--- src/rtl/strm_raw_sel_pkg.sv ---
package strm_raw_sel_pkg;
   typedef enum logic {
      SRC_RAW  = 1'b0,
      SRC_STRM = 1'b1
   } src_e;
endpackage

--- src/rtl/srs_src_ctl.sv ---
module srs_src_ctl
   import strm_raw_sel_pkg::*;
#(
   parameter bit ASYNC_RST = 1'b1
) (
   input  logic clk,
   input  logic rst_n,
   input  logic ovr_en,
   input  logic strm_vld,
   output src_e src_q
);
   src_e src_d;

   // raw -> stream waits for a valid sample; stream -> raw needs only the request
   always_comb begin
      src_d = src_q;
      unique case (src_q)
         SRC_RAW:  if (!ovr_en && strm_vld) src_d = SRC_STRM;
         SRC_STRM: if (ovr_en)              src_d = SRC_RAW;
         default:  src_d = SRC_RAW;
      endcase
   end

   if (ASYNC_RST) begin : g_arst
      always_ff @(posedge clk or negedge rst_n)
         if (!rst_n) src_q <= SRC_RAW;
         else        src_q <= src_d;
   end else begin : g_srst
      always_ff @(posedge clk)
         if (!rst_n) src_q <= SRC_RAW;
         else        src_q <= src_d;
   end
endmodule

--- src/rtl/srs_hold.sv ---
module srs_hold #(
   parameter int DATA_W    = 16,
   parameter bit ASYNC_RST = 1'b1
) (
   input  logic              clk,
   input  logic              rst_n,
   input  logic              ovr_en,
   input  logic              strm_vld,
   input  logic [DATA_W-1:0] strm_data,
   input  logic [DATA_W-1:0] raw_data,
   output logic [DATA_W-1:0] hold_q
);
   logic [DATA_W-1:0] hold_d;

   // overwrite flushes the stream holding register with the raw word
   always_comb begin
      if (ovr_en)        hold_d = raw_data;
      else if (strm_vld) hold_d = strm_data;
      else               hold_d = hold_q;
   end

   if (ASYNC_RST) begin : g_arst
      always_ff @(posedge clk or negedge rst_n)
         if (!rst_n) hold_q <= '0;
         else        hold_q <= hold_d;
   end else begin : g_srst
      always_ff @(posedge clk)
         if (!rst_n) hold_q <= '0;
         else        hold_q <= hold_d;
   end
endmodule

--- src/rtl/srs_out.sv ---
module srs_out
   import strm_raw_sel_pkg::*;
#(
   parameter int DATA_W    = 16,
   parameter bit ASYNC_RST = 1'b1
) (
   input  logic              clk,
   input  logic              rst_n,
   input  src_e              src_q,
   input  logic [DATA_W-1:0] hold_q,
   input  logic [DATA_W-1:0] raw_data,
   output logic [DATA_W-1:0] out_q
);
   logic [DATA_W-1:0] mux_d;

   assign mux_d = (src_q == SRC_STRM) ? hold_q : raw_data;

   if (ASYNC_RST) begin : g_arst
      always_ff @(posedge clk or negedge rst_n)
         if (!rst_n) out_q <= '0;
         else        out_q <= mux_d;
   end else begin : g_srst
      always_ff @(posedge clk)
         if (!rst_n) out_q <= '0;
         else        out_q <= mux_d;
   end
endmodule

--- src/rtl/strm_raw_sel.sv ---
module strm_raw_sel
   import strm_raw_sel_pkg::*;
#(
   parameter int DATA_W    = 16,
   parameter bit ASYNC_RST = 1'b1
) (
   input  logic              clk,
   input  logic              rst_n,
   input  logic [DATA_W-1:0] strm_data,
   input  logic              strm_vld,
   input  logic [DATA_W-1:0] raw_data,
   input  logic              ovr_en,
   output logic [DATA_W-1:0] out_data
);
   localparam int MAX_W = 1024;

   if (DATA_W < 1 || DATA_W > MAX_W) begin : g_bad_width
      $error("strm_raw_sel: DATA_W out of range");
   end

   src_e              src_q;
   logic [DATA_W-1:0] hold_q;

   srs_src_ctl #(.ASYNC_RST(ASYNC_RST)) u_ctl (
      .clk      (clk),
      .rst_n    (rst_n),
      .ovr_en   (ovr_en),
      .strm_vld (strm_vld),
      .src_q    (src_q)
   );

   srs_hold #(.DATA_W(DATA_W), .ASYNC_RST(ASYNC_RST)) u_hold (
      .clk       (clk),
      .rst_n     (rst_n),
      .ovr_en    (ovr_en),
      .strm_vld  (strm_vld),
      .strm_data (strm_data),
      .raw_data  (raw_data),
      .hold_q    (hold_q)
   );

   srs_out #(.DATA_W(DATA_W), .ASYNC_RST(ASYNC_RST)) u_out (
      .clk      (clk),
      .rst_n    (rst_n),
      .src_q    (src_q),
      .hold_q   (hold_q),
      .raw_data (raw_data),
      .out_q    (out_data)
   );
endmodule

--- config.mk ---
export PLATFORM = sky130hd
export DESIGN_NAME = strm_raw_sel
export DESIGN_NICKNAME = d
export VERILOG_FILES = /design/src/rtl/strm_raw_sel_pkg.sv /design/src/rtl/srs_src_ctl.sv /design/src/rtl/srs_hold.sv /design/src/rtl/srs_out.sv /design/src/rtl/strm_raw_sel.sv
export SDC_FILE = /design/constraint.sdc
export NUM_CORES = 1
export LEC_CHECK = 0
export ABC_CLOCK_PERIOD_IN_PS = 1750
export BUFFER_PORTS_ARGS = -buffer_cell sky130_fd_sc_hd__buf_2
export CORE_MARGIN = 3
export CORE_UTILIZATION = 33
export DETAILED_ROUTE_END_ITERATION = 12
export HOLD_SLACK_MARGIN = 0.08
export PLACE_DENSITY = 0.6
export SLEW_MARGIN = 20
export SYNTH_ARGS = -nofsm -noshare
export SYNTH_HDL_FRONTEND = slang
export SYNTH_SLANG_ARGS = --single-unit
--- constraint.sdc ---
create_clock -name clk -period 1.75 [get_ports clk]
set_clock_uncertainty 0.1 [all_clocks]
set_input_delay 0.35 -clock clk [delete_from_list [all_inputs] [get_ports clk]]
set_output_delay 0.35 -clock clk [all_outputs]
set_load 0.05 [all_outputs]
==> impl_results.md, run 1 <==
- Slew HR: 51.8%
- Syn_area_per_cell: 13.4 um^2
- Critical Path AT: 1.40 ns
- Global Route Usage Sum: 11.5%
- Critical path required time: 1.81 ns
- Crit end category: flop
- Ant. Diodes: 0
- First-pass GRT wire length: 4.46 mm
- Vias in the first global route: 986
- Placeable Area: 4090 um^2
- Mapped Cells: 106
- Top Family by Delay on Critical Path: flip-flops
- Critical path peak fanout: 8
- Post-Syn Nets: 142
- Worst Path Buf+Inv: 1
- Max-slew violations: 0
- Initial DRC Count: 16
- Max Freq: 747 MHz
- Startpoint types: flop
- Outcome: finished, final reports clean
- Sw Ratio: 28.9%
- Chip Height: 71.7 um
- R2R depth: 2
- Filler Cell Count: 405
- Clock Latency Late Sink: 0.27 ns
- Share of cells above drive strength 1: 46.0%
- TritonCTS Sinks: 33
- Power Density: 995 nW/um^2
- Worst R2R End: u_out.out_q[10]$_DFF_PN0_
- Flops & latches, synth: 33
- Seq pwr share: 49.1%
- R2R Setup Slk: 0.41 ns
- Final Net Count: 196
- H-Tree Level Count: 2
- CP max stage delay: 0.52 ns
- FP Rows: 23
- # setup viols final: 0
- Hold WS: 0.193 ns
- Grt total ovfl: 0
- Vias per cell: 4.48
- Distinct cells, synth: 12
- Crit Reg-Reg Startpoint: u_ctl.src_q$_DFF_PN0_
- YS warnings: 0
- Setup TNS: 0 ns
- Crit path cell chain: buf_4 > mux2_2
- Sw power: 0.509 mW
- CTS Buf Count: 5
- Starting Density: 34.8%
- WS Path Type: flop to flop
- Post-Route WL: 2.77 mm
- Area Growth Syn to Fin: 24.3%
- CTS clk-pin slew, worst paths: 0.06 ns
- Hold EP: u_hold.hold_q[0]$_DFFE_PN0P_
- Tcrit/Tclk final: 76.5%
- Hold Path Class: input pin to flop
- DR WL/cell: 13.1 um
- Initial antenna violation count: 0
- First-pass iteration count of the detailed router: 4
- Largest net degree at the start of global routing: 34
- WHS Path Cells: 3
- CTS tree: yes
- Syn Std Cell Area: 1420 um^2
- DP Area: 1680 um^2
- Power share of the combinational group: 21.0%
- Worst-Margin Slew: 0.723 ns
- Post-Layout Inst Area: 1770 um^2
- I/O pin total: 52
- Root buf cell: clkbuf_8
- # Max-Cap Violations: 0
- CP max-delay cell: dfrtp_1
- Routed vias: 945
- RSZ-0062 raised after global routing: false
- Post-DRT Antenna Nets: 0
- Hold Vio Cnt, Final: 0
- GPL Wtd Cong: 0.709
- Power Internal: 1.25 mW
- Clk pwr share: 30.0%
- Sequential area share after synthesis: 58.0%
- Clock Path Buffers: 2
- Die Area: 5140 um^2
- Die W: 71.7 um
- Pleak: 0.901 nW
- Maximum VDD drop: 0.521 mV
- HP Start: raw_data[0]
- DRC errors left: 0
- # port buffers: 51
- Post-route minimum period: 1.34 ns
Yosys cell counts (all sizes together):
cell    count  share of area (%)
clkbuf      1               0.26
mux2       16                 15
mux2i      16                 11
o21ai      16                5.6
nor2        2               0.53
buf         6                5.1
nand2      16                4.2
dfrtp      33                 58
worst max path at each step:
stage | startpoint | to | slack (ns) | depth (start not counted)
4_1_cts | u_out.out_q[10]$_DFF_PN0_ | out_data[10] | 0.40 | 1
5_1_grt | u_ctl.src_q$_DFF_PN0_ | u_out.out_q[10]$_DFF_PN0_ | 0.36 | 2
6_report | u_ctl.src_q$_DFF_PN0_ | u_out.out_q[10]$_DFF_PN0_ | 0.41 | 2
3_5_place_dp | strm_vld | u_hold.hold_q[4]$_DFFE_PN0P_ | 0.36 | 3
2_1_floorplan | u_ctl.src_q$_DFF_PN0_ | u_out.out_q[1]$_DFF_PN0_ | 0.62 | 3
3_3_place_gp | strm_vld | u_hold.hold_q[4]$_DFFE_PN0P_ | 0.43 | 3
kinds of logic after synthesis:
family	synth area share [%]
AOI/OAI and AO/OA	5.62
buffers and inverters	5.36
DFF	58.0
muxes	26.3
and+or+nand+nor	4.75
placed cells by master, fill, tap and decap left out:
cell type	synthesis	final
dfrtp_1	33	33
o21ai_0	7	7
mux2_4	9	9
o21ai_1	9	9
buf_2	2	51
buf_4	0	2
clkbuf_1	1	3
clkbuf_8	0	5
nand2_1	16	16
nor2_1	2	2
mux2i_1	16	16
mux2_2	7	7
dlygate4sd3_1	0	1
per-stage QoR:
stage / setup WS (ns) / cells / total power, mW / util (%)
6_report: 0.412 / 211 / 1.76 / 43.3
5_1_grt: 0.357 / 211 / 1.86 / 43.3
4_1_cts: 0.403 / 211 / 1.79 / 43.3
3_5_place_dp: 0.359 / 202 / 1.25 / 41.1
3_3_place_gp: 0.426 / 202 / 1.24 / 41.1
2_1_floorplan: 0.621 / 106 / 1.15 / -
final cells by class:
type / instances / area (um^2) / area share, %
clock buffer: 8 / 80.1 / 4.52
multi-input combinational: 66 / 522 / 29.5
sequential: 33 / 826 / 46.6
tap: 50 / 62.6 / 3.53
timing repair buffer: 54 / 280 / 15.8
per-layer routing:
metal,GRT usage (%),routed length [um],vias to the layer above
met3,5.89,253,0
li1,-,-,468
met4,2.51,0,0
met1,12.5,1150,442
met5,0,0,-
met2,19.9,1370,35
worst min-delay path: cells and delay by family:
| kind | cells | cell delay, ns |
|---|---|---|
| buffers and inverters | 1 | 0.08 |
| AOI/OAI and AO/OA | 1 | 0.06 |
| and+or+nand+nor | 1 | 0.04 |
power groups by stage:
stage	clock network (mW)	logic (mW)	registers (mW)
finish	0.528	0.369	0.865
global placement	0	0.365	0.875
detailed placement	0	0.375	0.878
CTS	0.551	0.376	0.866
global route	0.587	0.398	0.873
floorplan	0	0.143	1.00
state kept, by name, summed over array words and instances (netlist names):
name	cells
u_out.out_q	16
u_hold.hold_q	16
u_ctl.src_q	1
repair_timing:
action,4_1_cts,5_1_grt
buffers inserted,0,0
gates resized for setup,0,0
endpoints found under the hold margin,33,0
hold buffers,1,0
(Power assumes the default switching activity.)
==> inputs of run 2 (changes only) <==
- ABC_AREA: not set -> 1
- ABC_CLOCK_PERIOD_IN_PS: 1750 -> 1150
- PLACE_DENSITY: 0.6 -> 0.62
- clock period: 1.75 -> 1.15 ns (I/O delays scaled with it)
==> impl_results.md, run 2 <==
- Outcome: complete, but fails checks (was finished, final reports clean)
- Failing checks: setup timing
- Regs by FF count: u_hold.hold_q (16), u_out.out_q (16), u_ctl.src_q (1) (unchanged)
- Post-DRT Antenna Nets: 0 (unchanged)
- Top Family by Delay on Critical Path: flip-flops (unchanged)
- Worst setup startpoint: u_out.out_q[11]$_DFF_PN0_ (was u_ctl.src_q$_DFF_PN0_)
- Critical path depth in cells: 1 (was 2)
- Filler Cell Count: 403 (was 405)
- R2R depth: 3 (was 2)
- First-pass GRT wire length: 6.17 mm (was 4.46 mm)
- Biggest area consumer among synthesized cells: dfrtp_1 (unchanged)
- Top cells by area, synth: dfrtp_1 56%, nand2_1 37%, buf_6 2.3%, nor2_8 1.4%, buf_2 1.0% (was dfrtp_1 58%, mux2i_1 11%, mux2_4 9.5%, mux2_2 5.5%, nand2_1 4.2%)
- Asr flop ratio synth: 100% (unchanged)
- Worst Path Buf+Inv: 1 (unchanged)
- Max-slew violations: 0 (unchanged)
- Share of cells above drive strength 1: 26.4% (was 46.0%)
- Crit path cell chain: buf_6 (was buf_4 > mux2_2)
- Commonest cells post-synth: 144 x nand2_1, 33 x dfrtp_1, 3 x buf_2, 3 x buf_6, 3 x inv_2 (was 33 x dfrtp_1, 16 x mux2i_1, 16 x nand2_1)
- Cells after DPL: 291 (was 202)
- HPWL Detailed: 2.40 mm
- Post-Syn Nets: 227 (was 142)
- YS warnings: 0 (unchanged)
- Setup TNS: -0.0209 ns (was 0 ns)
- Post-Route WL: 3.60 mm (was 2.77 mm)
- Final worst setup slack: -0.0192 ns (was 0.412 ns)
- DRC errors left: 0 (unchanged)
- Setup Buffers After CTS: 0 (unchanged)
- Worst R2R End: u_out.out_q[10]$_DFF_PN0_ (unchanged)
- Tcrit/Tclk final: 102%
- CP max stage delay: 0.40 ns (was 0.52 ns)
- Share of the synthesized area in the top cell type: 56.2% (was 58.0%)
- Post-Layout Cell Count: 315 (was 211)
- FP Rows: 23 (unchanged)
- Critical Path End: out_data[11] (was u_out.out_q[10]$_DFF_PN0_)
- Worst-Margin Slew: 0.303 ns (was 0.723 ns)
- Clock Latency Late Sink: 0.27 ns (about the same)
- Critical path peak fanout: 1 (was 8)
- Post-route minimum period: 1.17 ns
- Sequential area share after synthesis: 56.2% (was 58.0%)
- CP max-delay cell: dfrtp_1 (unchanged)
- Syn_area_per_cell: 7.70 um^2 (was 13.4 um^2)
- Global Route Usage Sum: 15.3% (was 11.5%)
- Initial DRC Count: 98 (was 16)
- HP Start: raw_data[10] (was raw_data[0])
- Pleak: 1.24 nW (was 0.901 nW)
- Most frequent cells in the layout: 144 x nand2_1, 35 x buf_2, 33 x dfrtp_1 (was 51 x buf_2, 33 x dfrtp_1, 16 x mux2i_1, 16 x nand2_1)
- Placeable Area: 4140 um^2 (was 4090 um^2)
- Number of synthesized flops with an enable pin: 0 (unchanged)
- I/O pin total: 52 (unchanged)
- Hold Path Class: input pin to flop (unchanged)
- Crit Reg-Reg Startpoint: u_ctl.src_q$_DFF_PN0_ (unchanged)
- Hold Vio Cnt, Final: 0 (unchanged)
- Starting Density: 35.5% (was 34.8%)
- Critical Path AT: 0.84 ns (was 1.40 ns)
- Vias in the first global route: 1353 (was 986)
- Largest net degree at the start of global routing: 34 (unchanged)
- RSZ-0062 raised after global routing: true (was false)
- CTS Buf Count: 5 (unchanged)
- CTS tree: yes (unchanged)
- Synth Flop Type: dfrtp_1 (unchanged)
- Root buf cell: clkbuf_8 (unchanged)
- CTS clk-pin slew, worst paths: 0.07 ns (was 0.06 ns)
- # setup viols final: 2 (was 0)
- Chip Height: 72.7 um (was 71.7 um)
- Tot Pwr: 2.98 mW (was 1.76 mW)
- Count leader, synth: nand2_1 (was dfrtp_1)
- Grt total ovfl: 0 (unchanged)
- R2R Setup Slk: 0.11 ns (was 0.41 ns)
- Vias per cell: 4.33 (was 4.48)
- DR WL/cell: 11.4 um (was 13.1 um)
- Crit end category: primary output (was flop)
- GPL Wtd Cong: 0.769 (was 0.709)
- Startpoint types: flop (unchanged)
- Ant. Diodes: 0 (unchanged)
- Syn Std Cell Area: 1470 um^2 (was 1420 um^2)
- WS Path Type: flop to primary output (was flop to flop)
- Clock Path Buffers: 2 (unchanged)
- Final Net Count: 300 (was 196)
- Flops & latches, synth: 33 (unchanged)
- Mapped Cells: 191 (was 106)
- Area Growth Syn to Fin: 46.3% (was 24.3%)
- Max Freq: 855 MHz
- DP Area: 1790 um^2 (was 1680 um^2)
- Dpl ws: 0.0591 ns (was 0.359 ns)
- Critical path required time: 0.82 ns (was 1.81 ns)
- Maximum VDD drop: 0.636 mV (was 0.521 mV)
- First-pass iteration count of the detailed router: 6 (was 4)
- Slew HR: 79.7% (was 51.8%)
- Hold WS: 0.0991 ns (was 0.193 ns)
- Die W: 72.7 um (was 71.7 um)
- # port buffers: 51 (unchanged)
- Initial antenna violation count: 0 (unchanged)
- H-Tree Level Count: 2 (unchanged)
- Die Area: 5290 um^2 (was 5140 um^2)
- Power Density: 1390 nW/um^2 (was 995 nW/um^2)
- # Max-Cap Violations: 0 (unchanged)
- Post-Layout Inst Area: 2150 um^2 (was 1770 um^2)
- Final core utilization: 51.9% (was 43.3%)
- TritonCTS Sinks: 33 (unchanged)
- Distinct cells, synth: 9 (was 12)
- Commonest non-fill, non-tap cell in the layout: nand2_1 (was buf_2)
- Routed vias: 1363 (was 945)
## run 2: changes by cell type after synthesis, sizes merged
| cell | before | now |
|---|---|---|
| o21ai | 16 | 0 |
| nor2 | 2 | 1 |
| nand2 | 16 | 144 |
| a21oi | 0 | 1 |
| inv | 0 | 4 |
| buf | 6 | 8 |
| mux2i | 16 | 0 |
| clkbuf | 1 | 0 |
| mux2 | 16 | 0 |
## run 2: what timing repair did
action | 4_1_cts | 5_1_grt
endpoints found under the hold margin | 48 | 0
pin swaps | 0 | 0
hold buffers | 16 | 0
setup endpoints to repair | 16 | 16
gates resized for setup | 31 | 1
## run 2: tightest hold or removal path: stages
cell and delay [ns]:
buf_2 0.08, nand2_1 0.05, nand2_1 0.07
## run 2: layer usage
metal / up-vias / routed length [um] / GRT usage [%] / share of wire, %
li1: 710 / - / - / -
met1: 607 / 1610 / 18.9 / 45
met2: 40 / 1740 / 26.0 / 48
met3: 6 / 185 / 3.86 / 5.1
met4: 0 / 68 / 4.92 / 1.9
met5: - / 0 / 0 / 0
## run 2: layout make-up
| type | count | area (um^2) | area share, % |
|---|---|---|---|
| clock buffers | 7 | 96.3 | 4.48 |
| flip-flops and latches | 33 | 826 | 38.4 |
| inverters | 4 | 15.0 | 0.698 |
| well taps | 50 | 62.6 | 2.91 |
| repair buffers | 74 | 581 | 27.0 |
| clock inverters | 1 | 5.00 | 0.233 |
| multi-input cells | 146 | 566 | 26.3 |
## run 2: cells by family (layout without fill, tap and decap cells)
group	count (synthesis)	after routing	synth area share, %
simple gates	145	145	38.1
flops	33	33	56.2
buf+inv	12	86	5.36
compound gates	1	1	0.340
## run 2: worst min-delay path by stage
stage / slack (ns) / to / cells past startpoint
after detailed placement: 0.10 / u_out.out_q[12]$_DFF_PN0_ / 2
after CTS: 0.09 / u_out.out_q[10]$_DFF_PN0_ / 3
after global placement: 0.10 / u_out.out_q[11]$_DFF_PN0_ / 2
after floorplan: -0.17 / u_ctl.src_q$_DFF_PN0_ / 0
after global routing: 0.1 / u_out.out_q[10]$_DFF_PN0_ / 3
final: 0.1 / u_out.out_q[10]$_DFF_PN0_ / 3
## run 2: report_power, final
part / internal [mW] / switching (mW)
clock network: 0.540 / 0.394
logic: 0.277 / 0.431
registers: 1.28 / 0.0607
total: 2.09 / 0.885
